===== config.mk =====
export PLATFORM = sky130hd
export DESIGN_NAME = uart_regfile
export DESIGN_NICKNAME = d
export VERILOG_FILES = /design/src/rtl/uart_rf_pkg.sv /design/src/rtl/uart_rf_decode.sv /design/src/rtl/uart_rf_baud.sv /design/src/rtl/uart_regfile.sv
export SDC_FILE = /design/constraint.sdc
export NUM_CORES = 1
export LEC_CHECK = 0
export BUFFER_PORTS_ARGS = -buffer_cell sky130_fd_sc_hd__buf_4
export CORE_ASPECT_RATIO = 1.1
export CORE_MARGIN = 8
export CORE_UTILIZATION = 55
export CTS_CLUSTER_DIAMETER = 30
export DETAILED_ROUTE_END_ITERATION = 8
export GPL_ROUTABILITY_DRIVEN = 0
export PLACE_DENSITY_LB_ADDON = 0.08
export RECOVER_POWER = 25
export SYNTH_ARGS = -nofsm -noshare
export SYNTH_HDL_FRONTEND = slang
export SYNTH_SLANG_ARGS = --single-unit
export TNS_END_PERCENT = 5

===== constraint.sdc =====
create_clock -name clk -period 6.8 [get_ports clk]
set_input_delay 1.36 -clock clk [delete_from_list [all_inputs] [get_ports clk]]
set_output_delay 1.36 -clock clk [all_outputs]
set_load 0.02 [all_outputs]

===== src/rtl/uart_rf_pkg.sv =====
package uart_rf_pkg;
  localparam int BYTE_W = 8;
  localparam int DIV_W  = 2 * BYTE_W;
  localparam int OFS_W  = 3;

  localparam logic [OFS_W-1:0] OFS_DATA  = 3'd0;
  localparam logic [OFS_W-1:0] OFS_MASK  = 3'd1;
  localparam logic [OFS_W-1:0] OFS_QCTL  = 3'd2;
  localparam logic [OFS_W-1:0] OFS_FMT   = 3'd3;
  localparam logic [OFS_W-1:0] OFS_MOUT  = 3'd4;
  localparam logic [OFS_W-1:0] OFS_LSTAT = 3'd5;
  localparam logic [OFS_W-1:0] OFS_MSTAT = 3'd6;
  localparam logic [OFS_W-1:0] OFS_SCR   = 3'd7;

  localparam int DLAB_BIT = 7;

  typedef struct packed {
    logic wr_tx;
    logic rd_rx;
    logic wr_div_lo;
    logic wr_div_hi;
    logic wr_mask;
    logic wr_qctl;
    logic wr_fmt;
    logic wr_mout;
    logic wr_scr;
  } rf_strobe_t;
endpackage


===== src/rtl/uart_rf_decode.sv =====
module uart_rf_decode
  import uart_rf_pkg::*;
(
  input  logic [OFS_W-1:0] addr,
  input  logic             wr_en,
  input  logic             rd_en,
  input  logic             dlab,
  input  logic             path_on,
  output rf_strobe_t       stb
);
  always_comb begin
    stb = '0;
    unique case (addr)
      OFS_DATA: begin
        stb.wr_div_lo = wr_en & dlab;
        stb.wr_tx     = wr_en & ~dlab & path_on;
        stb.rd_rx     = rd_en & ~dlab & path_on;
      end
      OFS_MASK: begin
        stb.wr_div_hi = wr_en & dlab;
        stb.wr_mask   = wr_en & ~dlab;
      end
      OFS_QCTL: stb.wr_qctl = wr_en;
      OFS_FMT:  stb.wr_fmt  = wr_en;
      OFS_MOUT: stb.wr_mout = wr_en;
      OFS_SCR:  stb.wr_scr  = wr_en;
      default:  stb = '0;
    endcase
  end
endmodule


===== src/rtl/uart_rf_baud.sv =====
module uart_rf_baud #(
  parameter int DIV_W = 16
) (
  input  logic             clk,
  input  logic             rst_n,
  input  logic [DIV_W-1:0] div_q,
  input  logic [DIV_W-1:0] div_d,
  input  logic             load,
  output logic             tick
);
  logic [DIV_W-1:0] cnt_q, cnt_d;

  always_comb begin
    if (load)
      cnt_d = (div_d == '0) ? '0 : div_d - 1'b1;
    else if (div_q == '0)
      cnt_d = '0;
    else if (cnt_q == '0)
      cnt_d = div_q - 1'b1;
    else
      cnt_d = cnt_q - 1'b1;
  end

  always_ff @(posedge clk or negedge rst_n) begin
    if (!rst_n) cnt_q <= '0;
    else        cnt_q <= cnt_d;
  end

  assign tick = (div_q != '0) && (cnt_q == '0);
endmodule


===== src/rtl/uart_regfile.sv =====
module uart_regfile
  import uart_rf_pkg::*;
#(
  parameter int MASK_W = 4,
  parameter int MOUT_W = 5,
  parameter int IRQ_W  = 4,
  parameter int ERR_W  = 4
) (
  input  logic              clk,
  input  logic              rst_n,
  input  logic [2:0]        addr,
  input  logic              wr_en,
  input  logic              rd_en,
  input  logic [7:0]        wdata,
  output logic [7:0]        rdata,
  output logic              tx_push,
  output logic [7:0]        tx_data,
  output logic              rx_pop,
  input  logic [7:0]        rx_data,
  input  logic              rx_ready,
  input  logic [ERR_W-1:0]  rx_err,
  input  logic              tx_empty,
  input  logic              tx_idle,
  input  logic [IRQ_W-1:0]  irq_id,
  input  logic [7:0]        modem_stat,
  output logic [7:0]        line_ctrl,
  output logic [MASK_W-1:0] int_en,
  output logic [MOUT_W-1:0] modem_ctrl,
  output logic              comm_en,
  output logic              rx_fifo_clr,
  output logic              tx_fifo_clr,
  output logic [1:0]        rx_trig,
  output baud_tick
);
  localparam int QID_PAD = BYTE_W - 2 - IRQ_W;

  rf_strobe_t stb;

  logic [BYTE_W-1:0] fmt_q, fmt_d, scr_q, scr_d;
  logic [MASK_W-1:0] mask_q, mask_d;
  logic [MOUT_W-1:0] mout_q, mout_d;
  logic [DIV_W-1:0]  div_q, div_d;
  logic              en_q, en_d;
  logic              rclr_q, rclr_d, tclr_q, tclr_d;
  logic [1:0]        trig_q, trig_d;
  logic              div_load;

  uart_rf_decode u_dec (
    .addr    (addr),
    .wr_en   (wr_en),
    .rd_en   (rd_en),
    .dlab    (fmt_q[DLAB_BIT]),
    .path_on (en_q),
    .stb     (stb)
  );

  // next-state
  always_comb begin
    fmt_d  = stb.wr_fmt  ? wdata : fmt_q;
    scr_d  = stb.wr_scr  ? wdata : scr_q;
    mask_d = stb.wr_mask ? wdata[MASK_W-1:0] : mask_q;
    mout_d = stb.wr_mout ? wdata[MOUT_W-1:0] : mout_q;
    div_d  = div_q;
    if (stb.wr_div_lo) div_d[BYTE_W-1:0]     = wdata;
    if (stb.wr_div_hi) div_d[DIV_W-1:BYTE_W] = wdata;
    en_d   = stb.wr_qctl ? wdata[0] : en_q;
    trig_d = stb.wr_qctl ? wdata[7:6] : trig_q;
    rclr_d = stb.wr_qctl & wdata[1];
    tclr_d = stb.wr_qctl & wdata[2];
  end

  assign div_load = stb.wr_div_lo | stb.wr_div_hi;

  // registers
  always_ff @(posedge clk or negedge rst_n) begin
    if (!rst_n) begin
      fmt_q  <= '0;
      scr_q  <= '0;
      mask_q <= '0;
      mout_q <= '0;
      div_q  <= '0;
      en_q   <= 1'b0;
      trig_q <= '0;
      rclr_q <= 1'b0;
      tclr_q <= 1'b0;
    end else begin
      fmt_q  <= fmt_d;
      scr_q  <= scr_d;
      mask_q <= mask_d;
      mout_q <= mout_d;
      div_q  <= div_d;
      en_q   <= en_d;
      trig_q <= trig_d;
      rclr_q <= rclr_d;
      tclr_q <= tclr_d;
    end
  end

  uart_rf_baud #(.DIV_W(DIV_W)) u_baud (
    .clk   (clk),
    .rst_n (rst_n),
    .div_q (div_q),
    .div_d (div_d),
    .load  (div_load),
    .tick  (baud_tick)
  );

  // read mux
  always_comb begin
    rdata = '0;
    if (rd_en) begin
      unique case (addr)
        OFS_DATA:  rdata = fmt_q[DLAB_BIT] ? div_q[BYTE_W-1:0] : rx_data;
        OFS_MASK:  rdata = fmt_q[DLAB_BIT] ? div_q[DIV_W-1:BYTE_W] : BYTE_W'(mask_q);
        OFS_QCTL:  rdata = {en_q, en_q, {QID_PAD{1'b0}}, irq_id};
        OFS_FMT:   rdata = fmt_q;
        OFS_MOUT:  rdata = BYTE_W'(mout_q);
        OFS_LSTAT: rdata = {|rx_err, tx_idle, tx_empty, rx_err, rx_ready};
        OFS_MSTAT: rdata = modem_stat;
        OFS_SCR:   rdata = scr_q;
        default:   rdata = '0;
      endcase
    end
  end

  assign tx_push     = stb.wr_tx;
  assign tx_data     = wdata;
  assign rx_pop      = stb.rd_rx;
  assign line_ctrl   = fmt_q;
  assign int_en      = mask_q;
  assign modem_ctrl  = mout_q;
  assign comm_en     = en_q;
  assign rx_fifo_clr = rclr_q;
  assign tx_fifo_clr = tclr_q;
  assign rx_trig     = trig_q;
endmodule


==> results.sh, run 1 <==
export IMPL_status="finished, violations left"
export IMPL_violations="max-capacitance violations, max-slew violations"
export IMPL_grt_max_degree=63
export IMPL_layoutNonFillerInstCount=660
export IMPL_async_reset_ff_share_pct=100
export IMPL_synth_area_sq_um=4390
export IMPL_synth_adder_area_share_pct=0.854
export IMPL_fin_util_pct=65.8
export IMPL_worstSetupPathType="input pin to output pin"
export IMPL_relSlewSlack_pct=-126
export IMPL_detailedPlace_worstSlack_ns=2.69
export IMPL_ys_ff_latch=62
export IMPL_fillers=689
export IMPL_grt_pass1_vias=4262
export IMPL_crit_fanout=33
export IMPL_dr_total_vias=4176
export IMPL_overflow=0
export IMPL_drt_total_wl_microns=13500
export IMPL_period_minus_slack_ns=4.14
export IMPL_fin_nets=592
export IMPL_ys_warn_count=0
export IMPL_tightest_slew_ns=3.39
export IMPL_numPortBuffers=82
export IMPL_muxShareOfSynthArea_pct=14.6
export IMPL_synth_seq_area_share_pct=35.3
export IMPL_syn_nets=542
export IMPL_cts_root_buf="clkbuf_8"
export IMPL_setup_tns_ns=0
export IMPL_htree_levels=3
export IMPL_endpoint_kind="output pin"
export IMPL_cap_violations=1
export IMPL_grt_antenna_before_repair=0
export IMPL_place_inst=644
export IMPL_grt_pass1_wl_microns=21800
export IMPL_synth_cell_types=65
export IMPL_antenna_cells=0
export IMPL_cts_setup_buffers=0
export IMPL_place_detailed_hpwl_microns=9890
export IMPL_fin_area_sq_um=5150
export IMPL_yosysMostFrequentCell="dfrtp_1"
export IMPL_cts_hold_buf=0
export IMPL_synthCells=497
export IMPL_core_area_sq_um=7830
export IMPL_cts_buffer_depth=2
export IMPL_io_pins=83
export IMPL_viasPerCell=6.33
export IMPL_synth_compound_area_share_pct=16.2
export IMPL_hold_class="flip-flop to flip-flop"
export IMPL_synth_top_area_share_pct=35.3
export IMPL_p_per_area_nw_per_um2=348
export IMPL_p_leak_nw=2.28
export IMPL_finalSetupViolCount=0
export IMPL_area_growth_pct=17.3
export IMPL_timing_final_max_slew_violations=63
export IMPL_fmax_mhz=241
export IMPL_wire_per_inst_microns=20.5
export IMPL_synth_top_family_by_area="simple AND/OR/NAND/NOR gates"
export IMPL_ant_nets=0
export IMPL_finalHoldViolations=0
export IMPL_clkLatencyLatePin_ns=0.35
export IMPL_fp_dieArea_sq_um=11100
export IMPL_timing_final_crit_share_pct=60.9
export IMPL_synthFlopType="dfrtp_1"
export IMPL_synth_xor_area_share_pct=4.19
export IMPL_rows=34
export IMPL_ir_drop_v=0.000187
export IMPL_die_w_microns=101
export IMPL_synth_top_area_cell="dfrtp_1"
export IMPL_drtPass1Iterations=5
export IMPL_cts_sinks=62
export IMPL_clk_pin_slew_ns=0.07
export IMPL_cts_tree="done"
export IMPL_cp_arrival_ns=2.78
export IMPL_cp_data_required_time_ns=5.44
export IMPL_cts_resized=0
export IMPL_final_layout_size_suffix_gt1_share_pct=27.2
export IMPL_syn_mean_instance_area_sq_um=8.84
export IMPL_dpl_cell_area_sq_um=4910
export IMPL_synth_area_leaders="dfrtp_1 35%, mux2_2 9.7%, mux2i_1 4.6%"
export IMPL_synth_edff_count=0
export IMPL_ys_top_cells_by_count="62 x dfrtp_1, 52 x nand2_1, 39 x a21oi_1"
export IMPL_synth_simple_area_share_pct=22.1
export IMPL_start_util_pct=56.1
export IMPL_finalClockSkew_ns=0.00610
export IMPL_drt_iter0_drc=281
export IMPL_rsz0062_at_grt="no"
export IMPL_cts_buffers=9
export IMPL_grtUsageTotal_pct=25.0
export IMPL_die_y_microns=110
export IMPL_cp_start_kind="input pin"
export IMPL_drcViolationCount=0
export IMPL_timing_final_ws_setup_ns=2.66
## sequential cells by signal, indices dropped and copies added, names as in the netlist
| name | cells |
|---|---|
| comm_en | 1 |
| div_q | 16 |
| int_en | 4 |
| line_ctrl | 8 |
| modem_ctrl | 5 |
| rx_fifo_clr | 1 |
| rx_trig | 2 |
| scr_q | 8 |
| tx_fifo_clr | 1 |
| u_baud.cnt_q | 16 |
## final cells by class
| type | count | area [sq um] | area share [%] |
|---|---|---|---|
| Clock inverter | 3 | 90.1 | 1.75 |
| Timing Repair Buffer | 82 | 612 | 11.9 |
| Sequential cell | 62 | 1550 | 30.1 |
| Clock buffer | 13 | 159 | 3.08 |
| Tap cell | 108 | 135 | 2.62 |
| Inverter | 15 | 56.3 | 1.09 |
| Multi-Input combinational cell | 377 | 2550 | 49.5 |
## per-stage QoR
| stage | total power, mW | hold slack [ns] |
|---|---|---|
| 3_3_place_gp | 1.35 | 0.490 |
| 6_report | 1.80 | 0.507 |
| 2_1_floorplan | 1.14 | 0.474 |
| 3_5_place_dp | 1.38 | 0.493 |
| 4_1_cts | 1.79 | 0.509 |
| 5_1_grt | 1.91 | 0.529 |
## report_power, final
part / switching [mW] / leakage [nW] / internal (mW)
combinational: 0.380 / 1.39 / 0.319
clock: 0.149 / 0.124 / 0.264
sequential: 0.196 / 0.764 / 0.487
total: 0.725 / 2.28 / 1.07
## final timing paths
check | slack, ns | cells after the start | startpoint | endpoint
min in group asynchronous | 2.14 | 1 | rst_n | u_baud.cnt_q[5]
worst max-delay path | 2.66 | 8 | addr[2] | rdata[6]
max in group asynchronous | 2.74 | 1 | rst_n | u_baud.cnt_q[13]
worst max register to register | 3.47 | 9 | line_ctrl[7] | u_baud.cnt_q[12]
worst min-delay path | 0.51 | 1 | scr_q[2] | scr_q[2]
worst min register to register | 0.51 | 1 | scr_q[2] | scr_q[2]
## routing by layer
layer | vias up | global-route usage, % | part of all wire (%)
li1 | 1899 | - | -
met2 | 210 | 40.8 | 49
met1 | 2039 | 31.2 | 42
met5 | - | 0 | 0
met4 | 0 | 10.6 | 2.4
met3 | 28 | 5.70 | 7.0
## critical path, cell delays in order
cell and delay [ns]:
buf_4 0.29, inv_1 0.22, nor2_1 0.30, a221oi_1 0.13, a21oi_1 0.13, a21oi_1 0.05
nor2_1 0.11, buf_4 0.16
## kinds of logic (layout without fill, tap and decap cells)
group,after synthesis,in the layout
AOI/OAI and AO/OA,114,114
xor gates and xnor gates,21,21
DFF,62,62
adders and majority gates,3,3
and+or+nand+nor,180,180
buffers and inverters,58,113
muxes,59,59
## cells in the final DEF (no fill, tap or decap), types with 3 or more instances in the layout
cell type   n
mux2i_1    20
or4_1       4
nand3b_1    3
dfrtp_1    62
inv_1      14
bufinv_16   3
and4b_1     3
buf_4      81
clkbuf_1    3
nor4_1     11
nor3_1     23
nand2_1    52
ha_1        3
a21oi_1    39
xor2_1     14
and2_1      3
nor2b_1     3
nor4_2      4
nand3_1    12
a22oi_1     3
nand4_1     6
o21ai_0    24
clkbuf_8   11
or3_1       4
a221oi_1    5
mux2_2     38
and3_1      4
xnor2_1     7
o22ai_1    14
o211ai_1    7
nor2_1     32
nand2b_1    4
Power figures use the tool's default switching activity.
==> inputs of run 2 (changes only) <==
Clock period 6.8 ns to 4.1 ns, I/O delays scaled along.
==> run 2 against run 1 <==
Effect of this change:
- the flow still finishes with violations (max-capacitance violations, max-slew violations)
- global-route usage fell by 0.42 points
- worst setup slack got worse by 1.6 ns
- final cell count rose by 0.30%
- critical path depth fell by 1
- utilization rose by 0.30 points
- sequential power rose by 65%
- sequential share of layout area fell by 0.14 points
- count of clock-buffer cells in the layout fell by 2
- largest cell class unchanged
- critical endpoint is now rdata[3]
==> results.sh, run 2 (synthesis results as in run 1) <==
export IMPL_endpoint_kind="output pin"
export IMPL_cp_top_family="buffers and inverters"
export IMPL_io_pins=83
export IMPL_rsz0062_at_grt="no"
export IMPL_dpl_cell_area_sq_um=4920
export IMPL_final_cell_mix="83 x buf_4, 62 x dfrtp_1, 52 x nand2_1, 39 x a21oi_1, 38 x mux2_2"
export IMPL_worstSetupPathType="input pin to output pin"
export IMPL_place_detailed_hpwl_microns=10000
export IMPL_ir_drop_v=0.000300
export IMPL_grt_antenna_before_repair=0
export IMPL_timing_rr_start="line_ctrl[7]"
export IMPL_finalSetupViolCount=0
export IMPL_cts_hold_buf=0
export IMPL_critPathBufInv=3
export IMPL_timing_final_crit_share_pct=75.3
export IMPL_p_leak_nw=2.29
export IMPL_holdPathStages=1
export IMPL_fin_util_pct=66.1
export IMPL_ant_nets=0
export IMPL_wire_per_inst_microns=20.3
export IMPL_die_y_microns=110
export IMPL_core_area_sq_um=7830
export IMPL_clk_pin_slew_ns=0.07
export IMPL_fp_dieArea_sq_um=11100
export IMPL_rr_worst_depth=7
export IMPL_cts_resized=0
export IMPL_min_from="scr_q[0]"
export IMPL_cts_sinks=62
export IMPL_wl_met3_microns=1120
export IMPL_p_total_mw=2.99
export IMPL_cts_buffer_depth=2
export IMPL_relSlewSlack_pct=-4.31
export IMPL_place_inst=646
export IMPL_highest_layer="met4"
export IMPL_dr_wl_met2_microns=6520
export IMPL_timing_final_ws_setup_ns=1.01
export IMPL_antenna_cells=0
export IMPL_tightest_slew_ns=1.56
export IMPL_cpMostUsedCell="buf_4"
export IMPL_grtUsageTotal_pct=24.6
export IMPL_cts_tree="done"
export IMPL_cp_data_required_time_ns=3.28
export IMPL_drt_total_wl_microns=13500
export IMPL_htree_levels=3
export IMPL_numPortBuffers=82
export IMPL_cts_setup_buffers=0
export IMPL_area_growth_pct=17.8
export IMPL_whs_endpoint="scr_q[0]"
export IMPL_cp_arrival_ns=2.27
export IMPL_grt_pass1_vias=4168
export IMPL_cpPeakStageDelay_ns=0.31
export IMPL_cp_start_kind="input pin"
export IMPL_period_minus_slack_ns=3.09
export IMPL_grt_pass1_wl_microns=21200
export IMPL_dr_total_vias=4095
export IMPL_fin_area_sq_um=5180
export IMPL_fin_hold_ws_ns=0.513
export IMPL_finalClockSkew_ns=0.0102
export IMPL_crit_path_cell_trace="buf_4 > inv_1 > nor2_1 > a22o_1 > a22oi_1 > a21oi_1 > buf_4"
export IMPL_status="finished, violations left"
export IMPL_viasPerCell=6.19
export IMPL_fillers=673
export IMPL_clkLatencyLatePin_ns=0.35
export IMPL_detailedPlace_worstSlack_ns=0.725
export IMPL_fin_nets=594
export IMPL_layout_commonest_cell="buf_4"
export IMPL_p_per_area_nw_per_um2=578
export IMPL_crit_fanout=33
export IMPL_layoutNonFillerInstCount=662
export IMPL_drt_iter0_drc=275
export IMPL_crit_slowest_cell="nor2_1"
export IMPL_violations="max-capacitance violations, max-slew violations"
export IMPL_rows=34
export IMPL_die_w_microns=101
export IMPL_wl_met1_microns=5500
export IMPL_drtPass1Iterations=5
export IMPL_overflow=0
export IMPL_grt_max_degree=63
export IMPL_final_layout_size_suffix_gt1_share_pct=28.0
export IMPL_cts_root_buf="clkbuf_8"
export IMPL_cap_violations=1
export IMPL_cts_buffers=9
export IMPL_reg2reg_to="u_baud.cnt_q[15]"
export IMPL_fmax_mhz=324
export IMPL_timing_final_max_slew_violations=63
export IMPL_setup_tns_ns=0
export IMPL_start_util_pct=56.1
export IMPL_drcViolationCount=0
export IMPL_reg_top3="div_q: 16 flops, u_baud.cnt_q: 16 flops"
export IMPL_finalHoldViolations=0
export IMPL_reg2reg_slack_ns=1.12
export IMPL_hold_class="flip-flop to flip-flop"
run 2: area by class of cell:
cell class	instances	area [sq um]	area share, %
clock buffer	11	151	2.92
timing repair buffer	84	628	12.1
tap	108	135	2.61
multi-input combinational	377	2550	49.2
inverter	15	56.3	1.09
sequential	62	1550	30.0
clock inverter	5	105	2.03
run 2: worst reg2reg max path, stage by stage, from the launching register on:
cell	delay [ns]
dfrtp_1	0.57
buf_4	0.30
nand3b_2	0.18
nor2_1	0.71
mux2i_1	0.45
and3_1	0.29
mux2i_1	0.24
o32ai_2	0.09
run 2: worst max path at each step:
stage | from | to | slack, ns | cells after the start
floorplan | addr[0] | rdata[5] | 1.07 | 5
global placement | addr[2] | u_baud.cnt_q[10] | 0.84 | 10
detailed placement | addr[2] | u_baud.cnt_q[10] | 0.73 | 10
CTS | u_baud.cnt_q[9] | baud_tick | 1.03 | 4
global route | line_ctrl[7] | rdata[0] | 0.82 | 8
finish | addr[2] | rdata[3] | 1.01 | 7
run 2: report_power, final:
part	switching [mW]	internal [mW]
Combinational	0.651	0.531
Clock	0.248	0.437
Sequential	0.318	0.808
run 2: layer usage:
layer | vias up | global-route usage (%)
li1 | 1901 | -
met1 | 1975 | 29.0
met2 | 194 | 41.7
met3 | 25 | 6.14
met4 | 0 | 10.9
met5 | - | 0
==> inputs of run 3 (changes only) <==
Settings changed: CORE_UTILIZATION 55 to 51.
Clock period 4.1 ns to 2.8 ns, I/O delays scaled along.
==> run 3 against run 2 <==
Effect of this change:
- the run still ends with max-capacitance violations, max-slew violations left
- final area up 2.7%
- count of clock-buffer cells in the layout up 1
- sequential share of layout area down 0.79 points
- die area up 6.6%
- non-clock buffer count up 23
==> results.sh, run 3 (synthesis results as in run 1) <==
export IMPL_status="finished, violations left"
export IMPL_violations="max-capacitance violations, max-slew violations"
export IMPL_grt_antenna_before_repair=0
export IMPL_finalSetupViolCount=0
export IMPL_cp_arrival_ns=2.01
export IMPL_cts_buffer_depth=2
export IMPL_crit_fanout=25
export IMPL_use_met2_pct=39.5
export IMPL_seq_area_sq_um=1550
export IMPL_min_from="scr_q[4]"
export IMPL_final_layout_size_suffix_gt1_share_pct=30.7
export IMPL_fmax_mhz=389
export IMPL_rsz0062_at_grt="no"
export IMPL_drcViolationCount=0
export IMPL_cts_tree="done"
export IMPL_cap_violations=1
export IMPL_holdPathStages=1
export IMPL_final_cell_mix="106 x buf_4, 62 x dfrtp_1, 52 x nand2_1, 39 x a21oi_1, 38 x mux2_2"
export IMPL_ir_drop_v=0.000432
export IMPL_place_inst=672
export IMPL_grt_pass1_vias=4401
export IMPL_p_leak_nw=2.39
export IMPL_start_util_pct=52.5
export IMPL_fin_nets=617
export IMPL_layoutNonFillerInstCount=688
export IMPL_p_per_area_nw_per_um2=820
export IMPL_endpoint_kind="output pin"
export IMPL_detailedPlace_worstSlack_ns=0.140
export IMPL_whs_endpoint="scr_q[4]"
export IMPL_tightest_slew_ns=1.54
export IMPL_cts_hold_buf=0
export IMPL_fin_hold_ws_ns=0.504
export IMPL_drt_total_wl_microns=13900
export IMPL_rows=35
export IMPL_area_growth_pct=21.0
export IMPL_antenna_cells=0
export IMPL_grt_busiest_layer="met2"
export IMPL_reg2reg_slack_ns=0.25
export IMPL_crit_path_cell_trace="buf_4 > mux2i_1 > nor2_1 > a21oi_1 > nor2_1 > a221oi_1 > nor2_1 > buf_4"
export IMPL_rr_worst_depth=10
export IMPL_viasPerCell=6.14
export IMPL_dr_total_vias=4226
export IMPL_cp_start_kind="flip-flop"
export IMPL_drtPass1Iterations=5
export IMPL_p_total_mw=4.36
export IMPL_cts_resized=0
export IMPL_relSlewSlack_pct=-2.83
export IMPL_period_minus_slack_ns=2.57
export IMPL_met3_usage_pct=6.20
export IMPL_finalClockSkew_ns=0.00863
export IMPL_multi_input_area_sq_um=2550
export IMPL_grt_pass1_wl_microns=22700
export IMPL_clkLatencyLatePin_ns=0.35
export IMPL_cts_setup_buffers=0
export IMPL_cp_data_required_time_ns=2.24
export IMPL_cts_root_buf="clkbuf_8"
export IMPL_reg_top3="div_q: 16 flops, u_baud.cnt_q: 16 flops"
export IMPL_htree_levels=3
export IMPL_cpMostUsedCell="nor2_1"
export IMPL_place_detailed_hpwl_microns=10500
export IMPL_die_y_microns=113
export IMPL_timing_final_crit_share_pct=91.7
export IMPL_cpPeakStageDelay_ns=0.35
export IMPL_finalHoldViolations=0
export IMPL_setup_tns_ns=0
export IMPL_grt_max_degree=63
export IMPL_core_area_sq_um=8360
export IMPL_clk_pin_slew_ns=0.07
export IMPL_grtUsageTotal_pct=23.7
export IMPL_grt_util_met1_pct=28.0
export IMPL_timing_rr_start="u_baud.cnt_q[6]"
export IMPL_timing_final_max_slew_violations=63
export IMPL_crit_slowest_cell="dfrtp_1"
export IMPL_fp_dieArea_sq_um=11800
export IMPL_reg2reg_to="u_baud.cnt_q[10]"
export IMPL_overflow=0
export IMPL_hold_class="flip-flop to flip-flop"
export IMPL_wire_per_inst_microns=20.2
export IMPL_fillers=717
export IMPL_timing_final_ws_setup_ns=0.232
export IMPL_worstSetupPathType="flip-flop to output pin"
export IMPL_ant_nets=0
export IMPL_drt_iter0_drc=283
export IMPL_layout_commonest_cell="buf_4"
export IMPL_cts_buffers=9
export IMPL_die_w_microns=105
export IMPL_io_pins=83
export IMPL_cts_sinks=62
export IMPL_numPortBuffers=82
## run 3: per-stage QoR
| step | cell area, sq um | utilization, % |
|---|---|---|
| global placement | 5100 | 61.0 |
| finish | 5320 | 63.6 |
| detailed placement | 5100 | 61.0 |
| global route | 5320 | 63.6 |
| floorplan | 4390 | - |
| CTS | 5310 | 63.5 |
## run 3: critical path: cells and delay by family (launching register included)
family / cells / cell delay [ns]
buffers and inverters: 2 / 0.47
AOI/OAI and AO/OA: 2 / 0.37
DFF: 1 / 0.35
muxes: 1 / 0.26
and+or+nand+nor: 3 / 0.20
## run 3: worst max path at each step
stage | to | from | slack, ns | cells after the start
2_1_floorplan | rdata[5] | addr[0] | 0.29 | 5
3_3_place_gp | u_baud.cnt_q[12] | wr_en | 0.26 | 11
3_5_place_dp | u_baud.cnt_q[12] | wr_en | 0.14 | 11
4_1_cts | baud_tick | div_q[4] | 0.16 | 5
5_1_grt | u_baud.cnt_q[12] | u_baud.cnt_q[6] | 0.05 | 10
6_report | rdata[0] | line_ctrl[7] | 0.23 | 8
## run 3: area by class of cell
class                      instances  area share [%]
inverter                          15            1.06
sequential                        62            29.2
timing repair buffer             107            15.1
multi-input combinational        377            48.0
clock inverter                     4            1.32
tap                              111            2.61
clock buffer                      12            2.73
## run 3: layer usage
metal	share of wire, %	up-vias
met5	0	-
met4	3.4	0
met3	7.3	41
met2	48	200
met1	41	2026
li1	-	1959
## run 3: power breakdown
part,total (mW),switching (mW),internal [mW]
sequential,1.64,0.454,1.18
clock,0.880,0.357,0.523
combinational,1.84,0.999,0.845
total,4.36,1.81,2.55
